==> config.mk <==
export PLATFORM = sky130hd
export DESIGN_NAME = line_err_counter
export DESIGN_NICKNAME = d
export VERILOG_FILES = /design/src/rtl/line_err_pkg.sv /design/src/rtl/err_src_mux.sv /design/src/rtl/err_accum.sv /design/src/rtl/err_irq_ctrl.sv /design/src/rtl/line_err_counter.sv
export SDC_FILE = /design/constraint.sdc
export NUM_CORES = 1
export LEC_CHECK = 0
export ABC_CLOCK_PERIOD_IN_PS = 2300
export CAP_MARGIN = 20
export CORE_MARGIN = 2
export CORE_UTILIZATION = 50
export DETAILED_ROUTE_END_ITERATION = 6
export HOLD_SLACK_MARGIN = 0.03
export MAX_ROUTING_LAYER = met4
export PLACE_DENSITY_LB_ADDON = 0.15
export SLEW_MARGIN = 20
export SYNTH_ARGS = -nofsm -noshare
export SYNTH_HDL_FRONTEND = slang
export SYNTH_SLANG_ARGS = --single-unit
==> constraint.sdc <==
create_clock -name clk -period 2.3 [get_ports clk]
set_clock_uncertainty 0.1 [all_clocks]
set_input_delay 0.46 -clock clk [delete_from_list [all_inputs] [get_ports clk]]
set_output_delay 0.46 -clock clk [all_outputs]
set_load 0.03 [all_outputs]
==> src/rtl/line_err_pkg.sv <==
package line_err_pkg;
    localparam int CNT_W = 16;
    localparam int INC_W = 2;

    typedef enum logic [2:0] {
        SRC_LBPV  = 3'd0,
        SRC_LEXZ  = 3'd1,
        SRC_LSUM  = 3'd2,
        SRC_SBPV  = 3'd3,
        SRC_SEXZ  = 3'd4,
        SRC_SSUM  = 3'd5,
        SRC_PATT  = 3'd6,
        SRC_NONE  = 3'd7
    } err_src_e;

    typedef struct packed {
        logic tmr;
        logic ovf;
    } stat_t;
endpackage

==> src/rtl/err_src_mux.sv <==
module err_src_mux
    import line_err_pkg::*;
#(
    parameter int IW = INC_W
) (
    input  logic          err_lbpv,
    input  logic          err_lexz,
    input  logic          err_sbpv,
    input  logic          err_sexz,
    input  logic          err_patt,
    input  logic [2:0]    src_sel,
    input  logic          tx_nrz,
    output logic [IW-1:0] inc
);
    logic [IW-1:0] lbpv_w, lexz_w, sbpv_w, sexz_w, patt_w;

    always_comb begin
        lbpv_w = IW'(err_lbpv);
        lexz_w = IW'(err_lexz);
        sbpv_w = IW'(err_sbpv);
        sexz_w = IW'(err_sexz);
        patt_w = IW'(err_patt);
        inc    = '0;
        case (err_src_e'(src_sel))
            SRC_LBPV: inc = lbpv_w;
            SRC_LEXZ: inc = lexz_w;
            SRC_LSUM: inc = lbpv_w + lexz_w;
            SRC_SBPV: inc = tx_nrz ? '0 : sbpv_w;
            SRC_SEXZ: inc = sexz_w;
            SRC_SSUM: inc = tx_nrz ? '0 : (sbpv_w + sexz_w);
            SRC_PATT: inc = patt_w;
            default:  inc = '0;
        endcase
    end
endmodule

==> src/rtl/err_accum.sv <==
module err_accum
    import line_err_pkg::*;
#(
    parameter int W  = CNT_W,
    parameter int IW = INC_W
) (
    input  logic          clk,
    input  logic          rst_n,
    input  logic [IW-1:0] inc,
    input  logic          auto_mode,
    input  logic          upd_strobe,
    input  logic          sec_tick,
    output logic [W-1:0]  count,
    output logic [W-1:0]  hold_val,
    output logic          ovf_evt
);
    localparam logic [W:0]   LIMIT = {1'b0, {W{1'b1}}};
    localparam logic [W-1:0] ALL1  = {W{1'b1}};

    typedef struct packed {
        logic [W-1:0] cnt;
        logic [W-1:0] hold;
    } acc_t;

    acc_t acc_d, acc_q;
    logic upd_evt;
    logic [W:0] sum;

    always_comb begin
        acc_d   = acc_q;
        ovf_evt = 1'b0;
        upd_evt = auto_mode ? sec_tick : upd_strobe;
        sum     = {1'b0, acc_q.cnt} + {{(W + 1 - IW){1'b0}}, inc};
        if (upd_evt) begin
            acc_d.hold = acc_q.cnt;
            acc_d.cnt  = {{(W - IW){1'b0}}, inc};
        end else if (sum > LIMIT) begin
            acc_d.cnt = ALL1;
            ovf_evt   = 1'b1;
        end else begin
            acc_d.cnt = sum[W-1:0];
        end
    end

    always_ff @(posedge clk or negedge rst_n) begin
        if (!rst_n) acc_q <= '0;
        else        acc_q <= acc_d;
    end

    assign count    = acc_q.cnt;
    assign hold_val = acc_q.hold;
endmodule

==> src/rtl/err_irq_ctrl.sv <==
module err_irq_ctrl
    import line_err_pkg::*;
(
    input  logic clk,
    input  logic rst_n,
    input  logic tmr_set,
    input  logic ovf_set,
    input  logic tmr_clr,
    input  logic ovf_clr,
    input  logic tmr_mask,
    input  logic ovf_mask,
    output logic tmr_stat,
    output logic ovf_stat,
    output logic irq
);
    stat_t st_d, st_q;

    always_comb begin
        st_d.tmr = tmr_set | (st_q.tmr & ~tmr_clr);
        st_d.ovf = ovf_set | (st_q.ovf & ~ovf_clr);
    end

    always_ff @(posedge clk or negedge rst_n) begin
        if (!rst_n) st_q <= '0;
        else        st_q <= st_d;
    end

    assign tmr_stat = st_q.tmr;
    assign ovf_stat = st_q.ovf;
    assign irq      = (st_q.tmr & ~tmr_mask) | (st_q.ovf & ~ovf_mask);
endmodule

==> src/rtl/line_err_counter.sv <==
module line_err_counter
    import line_err_pkg::*;
(
    input  logic             clk,
    input  logic             rst_n,
    input  logic             err_lbpv,
    input  logic             err_lexz,
    input  logic             err_sbpv,
    input  logic             err_sexz,
    input  logic             err_patt,
    input  logic [2:0]       src_sel,
    input  logic             tx_nrz,
    input  logic             auto_mode,
    input  logic             upd_strobe,
    input  logic             sec_tick,
    input  logic             tmr_clr,
    input  logic             ovf_clr,
    input  logic             tmr_mask,
    input  logic             ovf_mask,
    output logic [CNT_W-1:0] hold_val,
    output logic             tmr_stat,
    output logic             ovf_stat,
    output logic             irq
);
    logic [INC_W-1:0] inc_w;
    logic [CNT_W-1:0] count_w;
    logic             ovf_evt_w;

    err_src_mux #(.IW(INC_W)) u_mux (
        .err_lbpv (err_lbpv),
        .err_lexz (err_lexz),
        .err_sbpv (err_sbpv),
        .err_sexz (err_sexz),
        .err_patt (err_patt),
        .src_sel  (src_sel),
        .tx_nrz   (tx_nrz),
        .inc      (inc_w)
    );

    err_accum #(.W(CNT_W), .IW(INC_W)) u_acc (
        .clk        (clk),
        .rst_n      (rst_n),
        .inc        (inc_w),
        .auto_mode  (auto_mode),
        .upd_strobe (upd_strobe),
        .sec_tick   (sec_tick),
        .count      (count_w),
        .hold_val   (hold_val),
        .ovf_evt    (ovf_evt_w)
    );

    err_irq_ctrl u_irq (
        .clk      (clk),
        .rst_n    (rst_n),
        .tmr_set  (auto_mode & sec_tick),
        .ovf_set  (ovf_evt_w),
        .tmr_clr  (tmr_clr),
        .ovf_clr  (ovf_clr),
        .tmr_mask (tmr_mask),
        .ovf_mask (ovf_mask),
        .tmr_stat (tmr_stat),
        .ovf_stat (ovf_stat),
        .irq      (irq)
    );
endmodule

==> flow_summary.yaml <==
cells_and_area:
  diodes: 0
  final_common_cell: "nand2_1"
  syn_to_final_growth_pct: 42.3
  drive_gt1_share_pct: 28.4
  utilization_pct: 74.2
  final_nets: 251
  final_cell_mix: "nand2_1, dfrtp_1, clkdlybuf4s50_1, a21oi_2, buf_4"
  num-fill-cells: 249
synthesis:
  ys_ff_latch: 34
  synth_edf_count: 0
  async_reset_ff_share_pct: 100
  synth_area_um2: 1740
  synth_ff_type: "dfrtp_1"
  synthesis.nets: 199
  synth.avg_cell_area_um2: 9.88
  synth_seq_area_share_pct: 48.9
  yosys_warnings: 0
  syn_inst: 176
  synth_cell_types: 42
job:
  max-cap-violations: 0
drt:
  remaining_drc_errors: 0
  drtAntennaViolNets: 0
  firstDrtPassIters: 4
  drt_wl_total_um: 4370
  initialDrtViolationCount: 85
  viasPerCell: 5.64
  vias: 1552
  wl_per_cell_um: 15.9
clocking:
  cts_tree: "built"
  clk_pin_slew_ns: 0.11
  htree_levels: 2
  clock_sinks: 34
  cts_max_path_buffers: 2
  worstSkewPairLatency_ns: 0.33
  numCtsBuffers: 5
  cts_root_buf: "clkbuf_4"
  holdBufCountCts: 0
worst_setup_path:
  r2r-end: "u_acc.count[5]$_DFF_PN0_"
  reg2reg_from: "u_acc.count[1]$_DFF_PN0_"
  reg2reg_depth: 6
  crit_start: "err_sbpv"
  rrSetupSlack_ns: 0.42
  start_kind: "primary input"
  crit_path_end: "u_acc.count[10]$_DFF_PN0_"
  cp_data_required_time_ns: 2.46
  endpoint_kind: "flop"
  critPathMaxFanout: 6
  crit_arrival_ns: 2.71
  crit_type: "primary input to flop"
timing:
  finalCritPeriodShare_pct: 111
  slew_headroom_pct: 56.8
  rsz0062_at_grt: "yes"
  hold_viol: 0
  fin_tns_setup_ns: -3.61
  fmax_mhz: 393
  worst_pin_slew_ns: 0.647
  fin_crit_ns: 2.55
  drv_slew: 0
  setup_violations: 17
  layout_setup_ws_ns: -0.246
floorplanning:
  ioPinCount: 37
  start_util_pct: 52.1
  core_um2: 3340
  die_w_um: 63.0
  fp-row-count: 21
  die-area_um2: 3970
  fp.dieH_um: 63.0
pwr:
  p_leak_uw: 0.00114
  power.density_nw_per_um2: 517
  peakVddDrop_uv: 304
place:
  dpl.hpwl_um: 2790
  gp_congestion: 0.815
  portBuffers: 36
global_routing:
  gr-usage-all-layers_pct: 23.3
  antenna_found_initial: 0
  grt-ovfl-total: 0
  grt_pass1_vias: 1533
  grt_pass1_wl_um: 7030
  grt_max_degree: 35
min_path:
  min_path_type: "flop to flop"
outcome:
  violations: "setup timing"
  status: "complete, but fails checks"
flip-flops by register name, summed over array words and instances (netlist names):
signal / cells
u_acc.hold_val: 16
u_irq.ovf_stat: 1
u_irq.tmr_stat: 1
u_acc.count: 16
per-layer routing:
metal | up-vias | global-route usage, % | wire [um]
li1 | 720 | - | -
met1 | 758 | 26.7 | 1760
met2 | 62 | 40.4 | 2280
met3 | 12 | 4.68 | 234
met4 | 0 | 8.06 | 92
met5 | - | - | 0
cell type report:
cell class | count | area, um2 | share of cell area, %
clock inverters | 2 | 12.5 | 0.506
well taps | 46 | 57.6 | 2.33
inverters | 4 | 15.0 | 0.607
flip-flops and latches | 34 | 851 | 34.4
clock buffers | 6 | 51.3 | 2.07
multi-input cells | 130 | 957 | 38.7
repair buffers | 53 | 531 | 21.4
Yosys cell counts (2+ instances only):
cell type  instances  area (um2)
nand2_1           51         191
and3_1             4        25.0
buf_6              2        22.5
a2bb2oi_1          2        17.5
a21oi_2            9        78.8
dfrtp_1           34         851
o21ai_0            3        15.0
buf_2              2        10.0
nand3_1            3        15.0
a31oi_1            3        18.8
nor3_1             3        15.0
xnor2_1            9        78.8
ha_1               4        50.1
and4b_1            2        20.0
nor2_1             4        15.0
nand4_1            3        18.8
clkbuf_1           4        15.0
a21oi_1            3        15.0
nor2b_1            3        18.8
inv_1              4        15.0
a311oi_1           3        26.3
how the worst min path moves through the flow:
stage,slack (ns),end,startpoint,cells past startpoint
2_1_floorplan,0.06,u_acc.count[0]$_DFF_PN0_,rst_n,0
3_3_place_gp,0.35,u_acc.hold_val[11]$_DFFE_PN0P_,u_acc.hold_val[11]$_DFFE_PN0P_,2
3_5_place_dp,0.35,u_acc.hold_val[1]$_DFFE_PN0P_,u_acc.hold_val[1]$_DFFE_PN0P_,2
4_1_cts,0.38,u_acc.hold_val[4]$_DFFE_PN0P_,u_acc.hold_val[4]$_DFFE_PN0P_,2
5_1_grt,0.40,u_acc.hold_val[4]$_DFFE_PN0P_,u_acc.hold_val[4]$_DFFE_PN0P_,2
6_report,0.37,u_acc.hold_val[6]$_DFFE_PN0P_,u_acc.hold_val[6]$_DFFE_PN0P_,2
metrics by stage:
stage          total power, uW  setup slack, ns  hold slack [ns]  cells  instance area (um2)
2_1_floorplan              783           -0.226           0.0644    176                 1760
3_3_place_gp               895           -0.843            0.349    261                 2240
3_5_place_dp               903           -0.917            0.355    261                 2240
4_1_cts                   1270           -0.264            0.378    274                 2400
5_1_grt                   1340           -0.315            0.400    275                 2470
6_report                  1280           -0.246            0.374    275                 2470
power by group:
part / switching [uW] / internal (uW)
combinational: 148 / 128
sequential: 29.8 / 625
clock: 202 / 147
total: 380 / 900
worst max-delay path, stage by stage:
cell and delay, ns:
buf_6 0.10, ha_4 0.25, nand2_2 0.04, o32a_1 0.30
a211oi_2 0.28, ha_2 0.26, fa_2 0.25, nand3_4 0.11
nor2_4 0.18, nand4_4 0.15, clkbuf_16 0.20, a21oi_2 0.13
logic make-up (layout without fill, tap and decap cells):
logic type | Yosys count | after routing | share of synthesized area [%]
adders and majority gates | 5 | 5 | 4.03
xor gates and xnor gates | 9 | 9 | 4.53
muxes | 1 | 1 | 0.576
DFF | 34 | 34 | 48.9
and+or+nand+nor | 82 | 82 | 23.4
buffers and inverters | 12 | 65 | 3.60
AOI/OAI and AO/OA | 33 | 33 | 15.0
what timing repair did:
| action | in CTS | in global routing |
|---|---|---|
| cloned | 0 | 1 |
| endpoints found under the setup margin | 17 | 18 |
| setup buffers | 5 | 0 |
| gates resized for setup | 30 | 17 |
| pin swaps | 11 | 13 |
Power figures use the tool's default switching activity.
